[config.mk]
export PLATFORM = sky130hd
export DESIGN_NAME = pair_ones_residue
export DESIGN_NICKNAME = d
export VERILOG_FILES = /design/src/rtl/ones_res_pkg.sv /design/src/rtl/line_weight.sv /design/src/rtl/gray_advance.sv /design/src/rtl/pair_ones_residue.sv
export SDC_FILE = /design/constraint.sdc
export NUM_CORES = 1
export LEC_CHECK = 0
export BUFFER_PORTS_ARGS = -buffer_cell sky130_fd_sc_hd__clkbuf_2
export CORE_AREA = 2 2 39 41
export DETAILED_ROUTE_END_ITERATION = 8
export DIE_AREA = 0 0 41 43
export GPL_TIMING_DRIVEN = 0
export PLACE_DENSITY_LB_ADDON = 0.08
export SETUP_SLACK_MARGIN = 0.15
export SLEW_MARGIN = 20
export SYNTH_ARGS = -nofsm -noshare
export SYNTH_HDL_FRONTEND = slang
export SYNTH_HIERARCHICAL = 1
export SYNTH_SLANG_ARGS = --single-unit
export TNS_END_PERCENT = 20
[constraint.sdc]
create_clock -name clk -period 1.7 [get_ports clk]
set_clock_uncertainty 0.2 [all_clocks]
set_input_delay 0.34 -clock clk [delete_from_list [all_inputs] [get_ports clk]]
set_output_delay 0.34 -clock clk [all_outputs]
set_load 0.02 [all_outputs]
[src/rtl/ones_res_pkg.sv]
package ones_res_pkg;

    localparam int RES_W = 2;

    typedef logic [RES_W-1:0] res_t;

    typedef struct packed {
        res_t code;
    } ctr_state_t;

    function automatic res_t bin_to_gray(input res_t b);
        return b ^ (b >> 1);
    endfunction

    function automatic res_t gray_to_bin(input res_t g);
        res_t b;
        b[RES_W-1] = g[RES_W-1];
        for (int i = RES_W - 2; i >= 0; i--) begin
            b[i] = b[i+1] ^ g[i];
        end
        return b;
    endfunction

endpackage

[src/rtl/line_weight.sv]
module line_weight #(
    parameter int LINES = 2,
    localparam int WW = $clog2(LINES + 1)
) (
    input  logic [LINES-1:0] lines,
    output logic [WW-1:0]    weight
);

    always_comb begin
        weight = '0;
        for (int i = 0; i < LINES; i++) begin
            weight = weight + WW'(lines[i]);
        end
    end

endmodule

[src/rtl/gray_advance.sv]
module gray_advance
    import ones_res_pkg::*;
#(
    parameter int WW = 2
) (
    input  res_t          code_cur,
    input  logic [WW-1:0] step,
    output res_t          code_nxt
);

    res_t bin_cur;
    res_t bin_nxt;

    always_comb begin
        bin_cur  = gray_to_bin(code_cur);
        bin_nxt  = bin_cur + RES_W'(step);
        code_nxt = bin_to_gray(bin_nxt);
    end

endmodule

[src/rtl/pair_ones_residue.sv]
module pair_ones_residue
    import ones_res_pkg::*;
(
    input  logic clk,
    input  logic rst,
    input  logic x_in,
    input  logic y_in,
    output logic z_out
);

    localparam int LINES = 2;
    localparam int WW    = $clog2(LINES + 1);

    ctr_state_t    state_d;
    ctr_state_t    state_q;
    logic [WW-1:0] weight;
    res_t          code_adv;

    line_weight #(.LINES(LINES)) u_weight (
        .lines  ({y_in, x_in}),
        .weight (weight)
    );

    gray_advance #(.WW(WW)) u_adv (
        .code_cur (state_q.code),
        .step     (weight),
        .code_nxt (code_adv)
    );

    // Next-state selection: reset has priority over counting.
    always_comb begin
        state_d = state_q;
        if (rst) begin
            state_d.code = bin_to_gray('0);
        end else begin
            state_d.code = code_adv;
        end
    end

    always_ff @(posedge clk) begin
        state_q <= state_d;
    end

    // Moore output: decoded from the register only.
    assign z_out = (state_q.code == bin_to_gray('0));

endmodule

==> flow_metrics.py, run 1 <==
metrics = {
    "synthesis": {
        "syn_area_um2": 132.6,
        "ffs_latches_synth": 2,
        "synth_cell_type_count": 7,
        "edff_count_synth": 0,
        "synthDominantCellAreaShare": 0.3019,
        "seq_area_frac_synth": 0.3019,
        "postSynth.asyncResetShare": 0,
        "syn_nets": 18,
        "post_syn_instances": 12,
        "postSynth.topFlopCell": "dfxtp_1",
        "yosys_synthesis_warning_count": 6,
        "syn_area_per_cell_um2": 11.05,
        "synthDominantAreaCellType": "dfxtp_1",
        "yosys-top-cells-area": "dfxtp_1 (30%), ha_1 (19%), xnor2_1 (13%)",
        "synth.cells.most_frequent": "dfxtp_1 (2), ha_1 (2), nor2b_1 (2), xnor2_1 (2), xor2_1 (2)",
    },
    "cts": {
        "cts_root_buf": "clkbuf_4",
        "clock_tree.buffer_depth": 2,
        "cts_htree_levels": 1,
        "clk_pin_slew_ns": 0.03,
        "hold_buffers": 0,
        "cts_buffers": 3,
        "clk-insertion-delay-late_ns": 0.22,
        "cts_tree": "yes",
        "cts_sinks": 2,
    },
    "setup_path": {
        "worst_path_max_fanout": 2,
        "critical_path.startpoint_type": "flip-flop",
        "critical_path.endpoint_type": "flip-flop",
        "cp.buffers_inverters": 0,
        "critical_path_required_ns": 1.61,
        "cpPeakStageDelay_ns": 0.32,
        "timing.setup.critical_path_class": "flip-flop to flip-flop",
        "critPathArrivalTime_ns": 1.42,
        "cp_top_family": "XOR/XNOR gates",
        "cp_slowest_cell": "dfxtp_1",
        "critical_path.cell_chain": "xor2_2, ha_1, xor2_1, xnor2_1, nor2b_1",
    },
    "timing": {
        "setup_viol": 0,
        "max_freq_mhz": 664.9,
        "setup_tns_ns": 0,
        "final_hold_viol_count": 0,
        "timing.slew.headroom": 0.8666,
        "period_minus_slack_ns": 1.504,
        "rsz0062_at_grt": "false",
        "slew_violations": 0,
        "final_min_period_over_clock_period": 0.8847,
        "worst_pin_slew_ns": 0.1992,
    },
    "die": {
        "die_height_um": 43,
        "i_o_pins": 5,
        "floorplan.die_area_um2": 1763,
        "core_area_um2": 1384,
        "die_w_um": 41,
        "initial_core_utilization": 0.09584,
        "num_rows": 14,
    },
    "grt": {
        "grt_first_pass_wirelength_um": 400,
        "total_global_routing_track_utilization": 0.03904,
        "grt_start_max_net_pins": 4,
        "grt_overflow": 0,
        "initial_antenna_violation_count": 0,
        "first_global_vias": 102,
    },
    "pwr": {
        "vdd_ir_drop_max_v": 0.0002363,
        "combinational_share_of_power": 0.542,
        "p_int_uw": 290.9,
        "power_switching_share": 0.3546,
        "netSwitchingPower_uw": 159.8,
        "power.share.clock": 0.231,
        "sequentialPowerShare": 0.227,
        "power.static_leakage_uw": 0.00009131,
        "power_per_cell_area_nw_per_um2": 2082,
    },
    "placement": {
        "finalWeightedCongestion": 0.4487,
        "total_cell_area_at_the_placement_stage_um2": 185.2,
        "numPortBuffers": 4,
        "place.detailed.hpwl_um": 189.4,
    },
    "layout": {
        "finish.instance_area_um2": 216.5,
        "layout.filler_cells": 161,
        "nets": 27,
        "largest_reg_flops": 2,
        "reg.largest.list": "state_q x2",
        "layout-area-overhead-vs-synth_pct": 63.21,
        "insertedDiodeCount": 0,
        "fin_util": 0.1564,
        "top_register": "state_q",
        "fraction_of_layout_instances_using_a_drive_strength_above_1": 0.5789,
    },
    "routing": {
        "drt-total-wl_um": 227,
        "wire_per_inst_um": 6.486,
        "num_vias": 102,
        "tritonroute_pass_1_iters": 1,
        "detail_route.vias_per_cell": 2.914,
        "detail_route.iter0.violations": 0,
        "drc": 0,
        "antenna_violating_nets_post_route": 0,
    },
    "job": {
        "drv.max_cap_violation_count": 0,
    },
    "min_path": {
        "hold_path_class": "primary input to flip-flop",
    },
    "outcome": {
        "status": "completed",
    },
}
==> power groups by stage <==
stage | Clock [µW] | Sequential, µW | Combinational, µW
floorplan | 0 | 90.2 | 201
global placement | 0 | 94.4 | 246
detailed placement | 0 | 94.6 | 245
CTS | 108 | 97.0 | 247
global route | 114 | 110 | 266
finish | 104 | 102 | 244
==> cells by family (layout without fill, tap and decap cells) <==
family                   after synthesis  after routing  share of synthesized area
XOR/XNOR                               5              5                     0.3869
adder cells (fa/ha/maj)                2              2                     0.1886
buffers and inverters                  0              7                          0
flip-flops                             2              2                     0.3019
AND/OR/NAND/NOR                        3              3                     0.1226
==> repair_timing <==
item / 4_1_cts / 5_1_grt
pin swaps: 0 / 2
buffers inserted: 0 / 0
resized for setup: 1 / 1
endpoints found under the setup margin: 1 / 1
==> cells in the final DEF, fill, tap and decap left out, types with 2 or more instances in the layout <==
cell      count
clkbuf_2      4
clkbuf_4      3
nor2b_1       2
xnor2_1       2
==> path summary, 6_finish.rpt <==
kind	start	to	slack (ns)	cells past startpoint
max	state_q[0]	state_q[0]	0.20	5
min reg2reg	state_q[1]	state_q[1]	0.55	3
max reg2reg	state_q[0]	state_q[0]	0.20	5
min	rst	state_q[1]	0.08	2
==> layout make-up <==
cell class,instances,area (µm²),share of cell area
multi-input combinational,10,112.6,0.5202
sequential,2,41.29,0.1908
clock buffer,3,22.52,0.1040
timing repair buffer,4,20.02,0.09249
tap,16,20.02,0.09249
==> metal layers <==
metal	routed length, µm	track usage	share of wire
met1	68	0.03185	0.30
met2	132	0.06250	0.58
met3	9	0	0.040
met4	17	0.06000	0.075
met5	0	0	0
==> stage by stage <==
step	hold slack, ns	worst slack [ns]	std cells	total power, µW
floorplan	0.2116	0.1881	12	291.5
global placement	0.3205	0.03279	32	340.8
detailed placement	0.3198	0.03280	32	339.5
CTS	0.07627	0.1760	35	451.8
global route	0.08029	0.1427	35	489.5
finish	0.08042	0.1959	35	450.7
No activity file was read; power rests on OpenSTA's default activity.
==> run 2, diff against run 1 <==
==> constraint.sdc (replaced) <==
create_clock -name clk -period 1.7 [get_ports clk]
set_clock_uncertainty 0.2 [all_clocks]
set_input_delay 0.255 -clock clk [delete_from_list [all_inputs] [get_ports clk]]
set_output_delay 0.255 -clock clk [all_outputs]
set_load 0.02 [all_outputs]
==> run 2 against run 1 <==
Compared with the run above:
- routed wire length down 0.44%
- largest cell class unchanged
- die area unchanged
- clock power about the same
- design area rose by 0.58%
- first-iteration DRC count unchanged
- global-route usage fell by 1.0 points
==> flow_metrics.py, run 2 (synthesized netlist as in run 1, its figures left out) <==
metrics = {
    "outcome": {
        "status": "completed",
    },
    "timing": {
        "rsz0062_at_grt": "true",
        "final_min_period_over_clock_period": 0.8877,
        "setup_viol": 0,
        "timing.slew.headroom": 0.8708,
        "final_hold_viol_count": 0,
        "period_minus_slack_ns": 1.509,
        "final_critical_path_setup_slack_ns": 0.1910,
        "worst_pin_slew_ns": 0.1928,
        "slew_violations": 0,
        "setup_tns_ns": 0,
        "max_freq_mhz": 662.7,
    },
    "cts": {
        "cts_htree_levels": 1,
        "clk_pin_slew_ns": 0.03,
        "cts_sinks": 2,
        "clk-insertion-delay-late_ns": 0.22,
        "cts_tree": "yes",
        "clock_tree.buffer_depth": 2,
        "cts_buffers": 3,
        "cts_root_buf": "clkbuf_4",
    },
    "job": {
        "drv.max_cap_violation_count": 0,
    },
    "setup_path": {
        "reg2reg_slack_ns": 0.19,
        "worst-r2r-cell-count": 5,
        "worst_path_max_fanout": 3,
        "critical_path.startpoint_type": "flip-flop",
        "worst_setup_path_startpoint": "state_q[1]",
        "timing.setup.critical_path_class": "flip-flop to flip-flop",
        "worstReg2RegEnd": "state_q[0]",
        "critical_path.endpoint_type": "flip-flop",
        "crit-reg2reg-launch": "state_q[1]",
        "critical_path_required_ns": 1.61,
        "worstSetupEndpoint": "state_q[0]",
        "critPathArrivalTime_ns": 1.42,
    },
    "pwr": {
        "power.share.clock": 0.223,
        "power.static_leakage_uw": 0.00009609,
        "combinational_share_of_power": 0.540,
        "p_int_uw": 298.2,
        "vdd_ir_drop_max_v": 0.0002100,
        "power_per_cell_area_nw_per_um2": 2115,
        "sequentialPowerShare": 0.237,
        "power_switching_share": 0.3523,
        "netSwitchingPower_uw": 162.2,
    },
    "placement": {
        "total_cell_area_at_the_placement_stage_um2": 172.7,
        "place_ws_ns": 0.05356,
        "finalWeightedCongestion": 0.4535,
        "numPortBuffers": 4,
        "dp_cells": 32,
        "place.detailed.hpwl_um": 191.2,
    },
    "die": {
        "floorplan.die_area_um2": 1763,
        "num_rows": 14,
        "die_w_um": 41,
        "die_height_um": 43,
        "i_o_pins": 5,
        "initial_core_utilization": 0.09584,
        "core_area_um2": 1384,
    },
    "routing": {
        "detail_route.iter0.violations": 0,
        "wire_per_inst_um": 6.278,
        "drc": 0,
        "tritonroute_pass_1_iters": 1,
        "detail_route.vias_per_cell": 2.694,
        "antenna_violating_nets_post_route": 0,
        "drt-total-wl_um": 226,
        "num_vias": 97,
    },
    "layout": {
        "fraction_of_layout_instances_using_a_drive_strength_above_1": 0.5500,
        "finish.instance_area_um2": 217.7,
        "leading_cell_types_in_the_layout_fill_and_taps_excluded": "clkbuf_2 (4), clkbuf_4 (3), nor2b_1 (2), xnor2_1 (2), ha_1 (2)",
        "nets": 28,
        "final-instance-count-excl-fill": 36,
        "top_register": "state_q",
        "insertedDiodeCount": 0,
        "reg.largest.list": "state_q x2",
        "fin_util": 0.1573,
        "layout.cells.most_common": "clkbuf_2",
        "layout-area-overhead-vs-synth_pct": 64.15,
        "largest_reg_flops": 2,
    },
    "grt": {
        "total_global_routing_track_utilization": 0.02903,
        "grt_first_pass_wirelength_um": 317,
        "first_global_vias": 101,
        "grt_start_max_net_pins": 4,
        "initial_antenna_violation_count": 0,
        "grt_overflow": 0,
    },
    "min_path": {
        "hold_path_class": "primary input to flip-flop",
        "min_path_cells": 5,
    },
}
-- run 2: cell count changes in the layout (fill, tap and decap cells not counted) --
cell,previous run,this run
ha_4,1,0
dlygate4sd3_1,0,1
ha_1,1,2
dfxtp_1,1,0
dfxtp_4,0,1
-- run 2: layout make-up --
type                       count  area, µm²
multi-input combinational     10      100.1
clock buffer                   3      22.52
sequential                     2      45.04
fill                         168       1166
timing repair buffer           5      30.03
tap                           16      20.02
-- run 2: power groups by stage --
stage	logic [µW]	clock network, µW	registers, µW
finish	249	103	109
global route	271	109	112
CTS	250	108	96.9
detailed placement	247	0	95.1
global placement	245	0	94.6
floorplan	200	0	90.2
-- run 2: worst max-delay path, stage by stage (launching register included) --
cell and delay (ns):
dfxtp_4 0.35, xor2_2 0.14, ha_1 0.30, xor2_1 0.15, xnor2_1 0.13, nor2b_1 0.12
-- run 2: layer usage --
layer	global-route usage	routed length (µm)	vias up	part of all wire
li1	-	-	53	-
met1	0.01592	70	43	0.31
met2	0.05625	150	1	0.66
met3	0	5	0	0.022
met4	0.04000	0	0	0
met5	0	0	-	0
-- run 2: how the worst min path moves through the flow --
stage | from | end
2_1_floorplan | rst | state_q[0]
3_3_place_gp | rst | state_q[1]
3_5_place_dp | rst | state_q[1]
4_1_cts | y_in | state_q[1]
5_1_grt | y_in | state_q[0]
6_report | y_in | state_q[1]
-- run 2: what timing repair did --
item | 4_1_cts | 5_1_grt
endpoints found under the hold margin | 2 | 0
gates resized for setup | 1 | 3
hold buffers | 1 | 0
pin swaps | 0 | 3
setup buffers | 0 | 0
endpoints found under the setup margin | 1 | 1
-- run 2: metrics by stage --
stage | power, µW | hold slack [ns]
after detailed placement | 342.1 | 0.2331
after global routing | 492.1 | 0.4847
final | 460.4 | 0.4445
after CTS | 455.0 | 0.4538
after global placement | 339.4 | 0.2361
after floorplan | 289.9 | 0.1266
